`config.mk`:
```
export PLATFORM = sky130hd
export DESIGN_NAME = serial_rx_queue
export DESIGN_NICKNAME = d
export VERILOG_FILES = /design/src/rtl/serial_rx_queue.sv
export SDC_FILE = /design/constraint.sdc
export NUM_CORES = 1
export LEC_CHECK = 0
export CORE_MARGIN = 1
export CORE_UTILIZATION = 56
export CTS_BUF_LIST = sky130_fd_sc_hd__clkbuf_2 sky130_fd_sc_hd__clkbuf_4 sky130_fd_sc_hd__clkbuf_8
export DETAILED_ROUTE_END_ITERATION = 8
export PLACE_DENSITY_LB_ADDON = 0.12
export SLEW_MARGIN = 25
export SYNTH_ARGS = -nofsm -noshare
export SYNTH_HDL_FRONTEND = slang
export SYNTH_SLANG_ARGS = --single-unit
```
`constraint.sdc`:
```
create_clock -name clk -period 2.7 [get_ports clk]
set_input_delay 0.54 -clock clk [delete_from_list [all_inputs] [get_ports clk]]
set_output_delay 0.54 -clock clk [all_outputs]
set_load 0.01 [all_outputs]
```
`src/rtl/serial_rx_queue.sv`:
```
module serial_rx_queue #(
  parameter int DEPTH = 8,
  parameter int OSR   = 16
) (
  input  logic       clk,
  input  logic       rst_n,
  input  logic       tick16,
  input  logic       rx,
  input  logic       cfg_fifo_off,
  input  logic       cfg_len7,
  input  logic       cfg_par_en,
  input  logic       cfg_wr,
  input  logic       sleep,
  input  logic       rd,
  input  logic       tx_empty,
  input  logic       m_avail,
  input  logic       m_txe,
  input  logic       m_par,
  input  logic       m_err,
  output logic [7:0] rd_data,
  output logic       rd_par,
  output logic       avail,
  output logic       err_act,
  output logic       irq_n
);
  localparam int PW = (DEPTH > 1) ? $clog2(DEPTH) : 1;
  localparam int CW = $clog2(DEPTH + 1);
  localparam int TW = $clog2(OSR);

  typedef enum logic [1:0] {S_IDLE, S_START, S_BITS, S_STOP} st_t;

  logic [2:0]    rx_sync;
  logic          sleep_d;
  st_t           st;
  logic [TW-1:0] cnt;
  logic [3:0]    bidx;
  logic [8:0]    sh;
  logic [8:0]    mem [DEPTH];
  logic [PW-1:0] wp, rp;
  logic [CW-1:0] fill;

  wire rxs     = rx_sync[1];
  wire rx_edge = rx_sync[2] ^ rx_sync[1];
  wire at_mid  = tick16 && (cnt == TW'(OSR/2 - 1));
  wire at_bit  = tick16 && (cnt == TW'(OSR - 1));
  wire [3:0] nbits = (cfg_len7 ? 4'd7 : 4'd8) + {3'd0, cfg_par_en};
  wire good = (st == S_STOP) && at_bit && rxs;
  wire bad  = (st == S_STOP) && at_bit && !rxs;

  wire       par_in = cfg_par_en && (cfg_len7 ? sh[7] : sh[8]);
  wire [8:0] wdata  = {par_in, cfg_len7 ? {1'b0, sh[6:0]} : sh[7:0]};

  wire [CW-1:0] cap = cfg_fifo_off ? CW'(1) : CW'(DEPTH);
  wire push = good && (fill < cap);
  wire pop  = rd && (fill != '0);

  always_ff @(posedge clk) begin
    if (!rst_n) begin
      rx_sync <= 3'b111;
      sleep_d <= 1'b0;
    end else begin
      rx_sync <= {rx_sync[1:0], rx};
      sleep_d <= sleep;
    end
  end

  always_ff @(posedge clk) begin
    if (!rst_n || sleep) begin
      st   <= S_IDLE;
      cnt  <= '0;
      bidx <= '0;
      sh   <= '0;
    end else if (tick16) begin
      cnt <= cnt + 1'b1;
      case (st)
        S_IDLE:
          if (!rxs) begin
            st  <= S_START;
            cnt <= '0;
          end
        S_START:
          if (at_mid) begin
            st   <= rxs ? S_IDLE : S_BITS;
            cnt  <= '0;
            bidx <= '0;
          end
        S_BITS:
          if (at_bit) begin
            sh[bidx] <= rxs;
            bidx     <= bidx + 1'b1;
            if (bidx == nbits - 1'b1) st <= S_STOP;
          end
        S_STOP:
          if (at_bit) st <= S_IDLE;
        default: st <= S_IDLE;
      endcase
    end
  end

  always_ff @(posedge clk)
    if (push) mem[wp] <= wdata;

  always_ff @(posedge clk) begin
    if (!rst_n || sleep) begin
      wp   <= '0;
      rp   <= '0;
      fill <= '0;
    end else begin
      if (push) wp <= (wp == PW'(DEPTH - 1)) ? '0 : wp + 1'b1;
      if (pop)  rp <= (rp == PW'(DEPTH - 1)) ? '0 : rp + 1'b1;
      fill <= fill + CW'(push) - CW'(pop);
    end
  end

  assign avail   = (fill != '0);
  assign rd_data = avail ? mem[rp][7:0] : 8'h00;
  assign rd_par  = avail && mem[rp][8];

  always_ff @(posedge clk) begin
    if (!rst_n) err_act <= 1'b0;
    else if (sleep) begin
      if (!sleep_d)     err_act <= 1'b0;
      else if (rx_edge) err_act <= 1'b1;
    end else if (bad)            err_act <= 1'b1;
    else if (good || cfg_wr)     err_act <= 1'b0;
  end

  always_ff @(posedge clk) begin
    if (!rst_n) irq_n <= 1'b1;
    else irq_n <= !((avail && m_avail) || (tx_empty && !sleep && m_txe) ||
                    (rd_par && m_par) || (err_act && m_err));
  end


  fill_bound_chk: assert property (@(posedge clk) disable iff (!rst_n)
    fill <= CW'(DEPTH));

  bypass_single_chk: assert property (@(posedge clk) disable iff (!rst_n)
    (cfg_fifo_off && $past(cfg_fifo_off) && ($past(fill) <= 1)) |-> (fill <= 1));

  empty_zero_chk: assert property (@(posedge clk) disable iff (!rst_n)
    !avail |-> (rd_data == 8'h00 && !rd_par));

  irq_masked_chk: assert property (@(posedge clk) disable iff (!rst_n)
    $past(!(m_avail || m_txe || m_par || m_err)) |-> irq_n);

  sleep_empty_chk: assert property (@(posedge clk) disable iff (!rst_n)
    sleep |=> !avail);

  err_sticky_chk: assert property (@(posedge clk) disable iff (!rst_n)
    ($past(err_act) && $past(rd) && !$past(sleep) && !$past(cfg_wr) && !$past(good)) |-> err_act);
endmodule

```
**After elaboration in Yosys (flattened, before gate mapping)**

Memory sizes are Yosys's and may differ from the RTL's. A register that Yosys moved wholly into a read port is not among the register bits.
Index checks and enable logic that the tools add are counted.

- Bits in registers: 35
- RAM bits: 72
- Bits of input ports: 15
- Memories kept: 1

- Add/subtract/negate cells: 8
- Magnitude comparators: 3
- Equality and inequality tests: 14
- Multiplexer cells: 32
- Bitwise operators: 1
- Reduce and logical (&&, ||, !) cells: 32

Memories:

| name | words | bits a word | rd ports | clocked after Yosys merged registers in | write ports | line | RTL |
|---|---|---|---|---|---|---|---|
| mem | 8 | 9 | 1 | 1 | 1 | 38 | `logic [8:0] mem [DEPTH];` |

Operators with widths:

| kind | number |
|---|---|
| 2-to-1 mux 4 bit | 6 |
| 2-to-1 mux 8 bit | 2 |
| case mux 4 bit (2 select lines) | 2 |
| logical AND 1 bit | 15 |
| 2-to-1 mux 2 bit | 6 |
| 2-to-1 mux 3 bit | 4 |
| != test 2 bit (second input constant) | 5 |
| bitwise mux 9 bit | 1 |
| 2-to-1 mux 1 bit | 9 |
| adder 4 x 1 -> 4 bit | 2 |
| adder 4 x 1 -> 4 bit (second input constant) | 2 |
| case mux 2 bit (4 select lines) | 1 |
| adder 3 x 1 -> 3 bit (second input constant) | 2 |
| equality test 3 bit (second input constant) | 2 |
| AND reduction 6 bit | 1 |
| logical OR 1 bit | 5 |
| less-than comparator 4 x 5 -> 1 bit (second input constant) | 1 |
| demux 1 bit (select 4 bit) | 1 |
| equality test 2 bit (second input constant) | 2 |
| equality test 4 x 3 -> 1 bit (second input constant) | 1 |
| equality test 4 bit | 1 |
| equality test 4 bit (second input constant) | 1 |
| greater-or-equal comparator 4 x 1 -> 1 bit (second input constant) | 1 |
| zero test 1 bit | 4 |
| other kinds (13) | 13 |

**Depth between registers and ports, before layout**

- Depth in word-level cells: 8
- Mapped depth: 13
- Depth with buffers taken out: 13

**Least setup slack after synthesis**

Ideal clock, no wire load.

- Path kind: input to register
- From: in cfg_fifo_off
- To: reg fill[2]
- Setup time: 0.128 ns
- Data arrival time: 2.704 ns
- Required time: 2.572 ns
- Path slack: -0.131 ns
- Cell stages on the path: 10
- Path buffers: 0
- Path through: or4b_4 -> a2111oi_4 -> inv_1 -> ha_1 -> inv_1 -> ha_1 -> inv_1 -> fa_1 -> xor2_1 -> nor2_1

- Cells in the longest elaborated chain, start to end: 5

RTL lines:

| what | line | RTL |
|---|---|---|
| start, declared | 9 | `input logic cfg_fifo_off,` |
| 2-to-1 mux 4 bit | 53 | `wire [CW-1:0] cap = cfg_fifo_off ? CW'(1) : CW'(DEPTH);` |
| less-than comparator 4 bit | 54 | `wire push = good && (fill < cap);` |
| logical AND 1 bit | 54 |  |
| adder 4 x 1 -> 4 bit | 111 | `fill <= fill + CW'(push) - CW'(pop);` |
| subtractor 4 x 1 -> 4 bit | 111 |  |
| end signal, assigned | 111 |  |
| end, declared | 40 | `logic [CW-1:0] fill;` |

No other way between the ends.
A chain may end at the register's enable or synchronous reset.

**Final worst setup path**

- From: reg fill[0]
- To: reg fill[1]

- Cells in the longest elaborated chain, start to end: 4

RTL lines:

| what | line |
|---|---|
| less-than comparator 4 bit | 54 |
| logical AND 1 bit | 54 |
| adder 4 x 1 -> 4 bit | 111 |
| subtractor 4 x 1 -> 4 bit * | 111 |

Every way passes the cells marked *; elsewhere a longest branch is shown, timed or not.

==> flow_summary.ini <==
[floorplan]
row_count = 33
die_height_um = 94.4
ios = 27
dieArea_um2 = 8920
die_width_um = 94.4
initial_utilization_pct = 57.9
core_area_um2 = 8260

[timing]
relSlewSlack_pct = 61.6
fmax_mhz = 391
final-max-slew-violation-count = 0
finalHoldViolCount = 0
post-route-period-util_pct = 94.8
rsz0062_at_grt = false
totalNegativeSetupSlack_ns = 0
tightest_slew_ns = 0.572
setup_violations = 0
period_needed_ns = 2.56
finClkSkew_ns = 0.00914

[cells_and_area]
fin_nets = 441
multi_input_area_um2 = 1760
area_delta_synth_final_pct = 17.6
layout-drive-gt1-share_pct = 18.9
n_antenna_cell = 0
ff_latch_area_um2 = 2930
fill_cells = 633

[worst_hold_path]
hp-start = rx_sync[0]
min_path_cells = 1
hold_class = reg2reg
whs_endpoint = rx_sync[1]

[route]
ant_nets = 0
vias_per_cell = 5.68
drt_iter0_drc = 156
vias = 2944
wire_per_inst_um = 17.6
drc_errors = 0
drt_pre_antenna_iters = 4
routed_wl_um = 9110

[setup_path]
crit_path_top_delay_cell = or4b_4
reg2reg_from = fill[0]
startpoint_type = flip-flop
r2r-end = fill[1]
crit_path_max_incr_delay_ns = 0.53
end_kind = flip-flop
timing.critical_path.mode_cell = inv_1
crit_type = reg2reg
cp_num_buf_inv = 3
worst_r2r_path_depth = 9
reg2reg_slack_ns = 0.14
crit_family = adder cells
crit_required_ns = 2.95
critPathMaxFanout = 3
path_cells = or4b_4 -> a2111oi_4 -> inv_1 -> ha_1 -> inv_1 -> ha_2 -> inv_1 -> fa_2 -> nor2_1
critPathArrivalTime_ns = 2.81

[logic_synthesis]
synthCells = 355
synth_top_area_share_pct = 45.2
ys_top_cells_by_area = edfxtp_1 45%, dfxtp_1 16%, mux4_2 7.5%
synth_area_per_cell_um2 = 13.5
yosys_warnings = 0
ys.flop_type = edfxtp_1
ys_seq_area_share_pct = 61.1
synth_common_cells = 72 x edfxtp_1, 38 x dfxtp_1, 36 x nor2_1, 21 x mux2i_1, 17 x ha_1
ys_ff_latch = 110
syn-num-nets = 388
synth_edf_count = 72
synthArstFlopShare_pct = 0
synthDistinctLibCells = 49
synth_most_common_cell = edfxtp_1
netlist_area_um2 = 4780
synth_top_area_cell = edfxtp_1

[grt]
met1_usage_pct = 29.1
use_met2_pct = 38.5
busiest_layer = met2
gr-usage-met3_pct = 4.11
grt_pass1_wl_um = 14600
grt_pass1_vias = 2854
grt.overflow.total = 0
grt_max_degree = 21
grt_antenna_before_repair = 0
track_usage_pct = 22.5

[clock_network]
root_buffer = clkbuf_8
cts_sinks = 110
clkTransAtPathRegs_ns = 0.11
cts_buffer_depth = 2
clock_latency_ns = 0.37
cts_made_buffers = 9
cts_tree = done
cts_hold_buf = 0
cts_max_level = 3

[power_and_ir_drop]
totalPowerFinal_mw = 3.43
power.density_nw_per_um2 = 609
p_int_mw = 2.51
irDropWorstVdd_mv = 0.478
power.leakage_nw = 2.13
power_frac_comb_pct = 19.4
pwr-share-seq_pct = 53.3
p_clk_share_pct = 27.3
p_sw_mw = 0.918
swShare_pct = 26.8

[outcome]
run_status = finished clean

[flow_run]
drv_cap = 0

[placement]
hpwl_um = 6440
io_buffers = 26
gp_congestion = 0.815
==> power groups by stage <==
stage                     Clock, mW  Combinational, mW  Sequential [mW]
after global routing           1.02              0.735             1.83
after floorplan                   0              0.349             1.86
after detailed placement          0              0.649             1.86
after global placement            0              0.637             1.86
after CTS                     0.957              0.674             1.82
final                         0.935              0.666             1.83
==> kinds of logic (layout without fill, tap and decap cells) <==
family | Yosys count | in the layout | synth area share (%)
AND/OR/NAND/NOR | 116 | 116 | 13.0
adder cells (fa/ha/maj) | 18 | 18 | 4.87
AO/OA/AOI/OAI | 34 | 34 | 4.97
XOR/XNOR | 6 | 6 | 1.10
buffers and inverters | 32 | 90 | 2.56
multiplexers | 39 | 39 | 12.4
flip-flops | 110 | 110 | 61.1
==> routing by layer <==
| layer | share of wire, % | up-vias | wire length [um] |
|---|---|---|---|
| met5 | 0 | - | 0 |
| met4 | 1.5 | 0 | 140 |
| met3 | 3.3 | 12 | 304 |
| met2 | 51 | 52 | 4650 |
| met1 | 44 | 1446 | 4020 |
| li1 | - | 1434 | - |
==> flip-flops by register name, summed over array words and instances, names as in the netlist, named ones only <==
name and flops:
bidx 4, cnt 4, err_act 1, fill 4
irq_n 1, mem 72, rp 3, rx_sync 3
sh 9, sleep_d 1, st 1, wp 3
==> layout by cell type (no fill, tap or decap), types with 3 or more instances in the layout <==
cell and n:
edfxtp_1 72, nor2_1 36, dfxtp_1 36, buf_4 29
mux2i_1 21, inv_1 16, mux4_2 16, nand2_1 16
ha_1 16, clkdlybuf4s50_1 16, a21oi_1 14, nand3_1 11
nand2b_1 9, clkbuf_8 9, nor2b_1 6, nand4_1 5
nor3b_1 5, dlygate4sd2_1 5, dlymetal6s2s_1 5, and4_1 4
nor4_1 3, o21ai_0 3, nor3_1 3, xnor2_1 3
xor2_1 3, clkinv_4 3
==> metrics by stage <==
stage	util (%)	cells	hold slack, ns	instance area [um^2]	setup slack [ns]
3_3_place_gp	65.1	500	0.401	5380	-0.380
6_report	68.1	518	0.422	5630	0.139
3_5_place_dp	65.1	500	0.397	5380	-0.447
2_1_floorplan	-	355	0.386	4800	-0.0638
5_1_grt	68.1	518	0.466	5630	0.0246
4_1_cts	67.9	518	0.429	5600	0.00724
==> worst max path at each step <==
| stage | cells after the start | slack [ns] | end | start |
|---|---|---|---|---|
| after floorplan | 9 | -0.06 | fill[1] | cfg_fifo_off |
| after global placement | 10 | -0.38 | fill[1] | cfg_fifo_off |
| after detailed placement | 10 | -0.45 | fill[1] | cfg_fifo_off |
| after CTS | 5 | 0.007 | rd_data[7] | flip-flop |
| after global routing | 9 | 0.02 | fill[1] | fill[0] |
| final | 9 | 0.14 | fill[1] | fill[0] |
==> cell type report <==
class	count	area share [%]
flip-flops and latches	110	52.0
multi-input cells	213	31.3
repair buffers	58	9.90
well taps	105	2.34
clock buffers	9	2.20
clock inverters	7	1.20
inverters	16	1.07
==> what timing repair did <==
item,4_1_cts,5_1_grt
gates resized for setup,7,8
buffers inserted,1,0
cloned,1,0
pin swaps,1,0
setup endpoints to repair,10,5
Power figures use the tool's default switching activity.
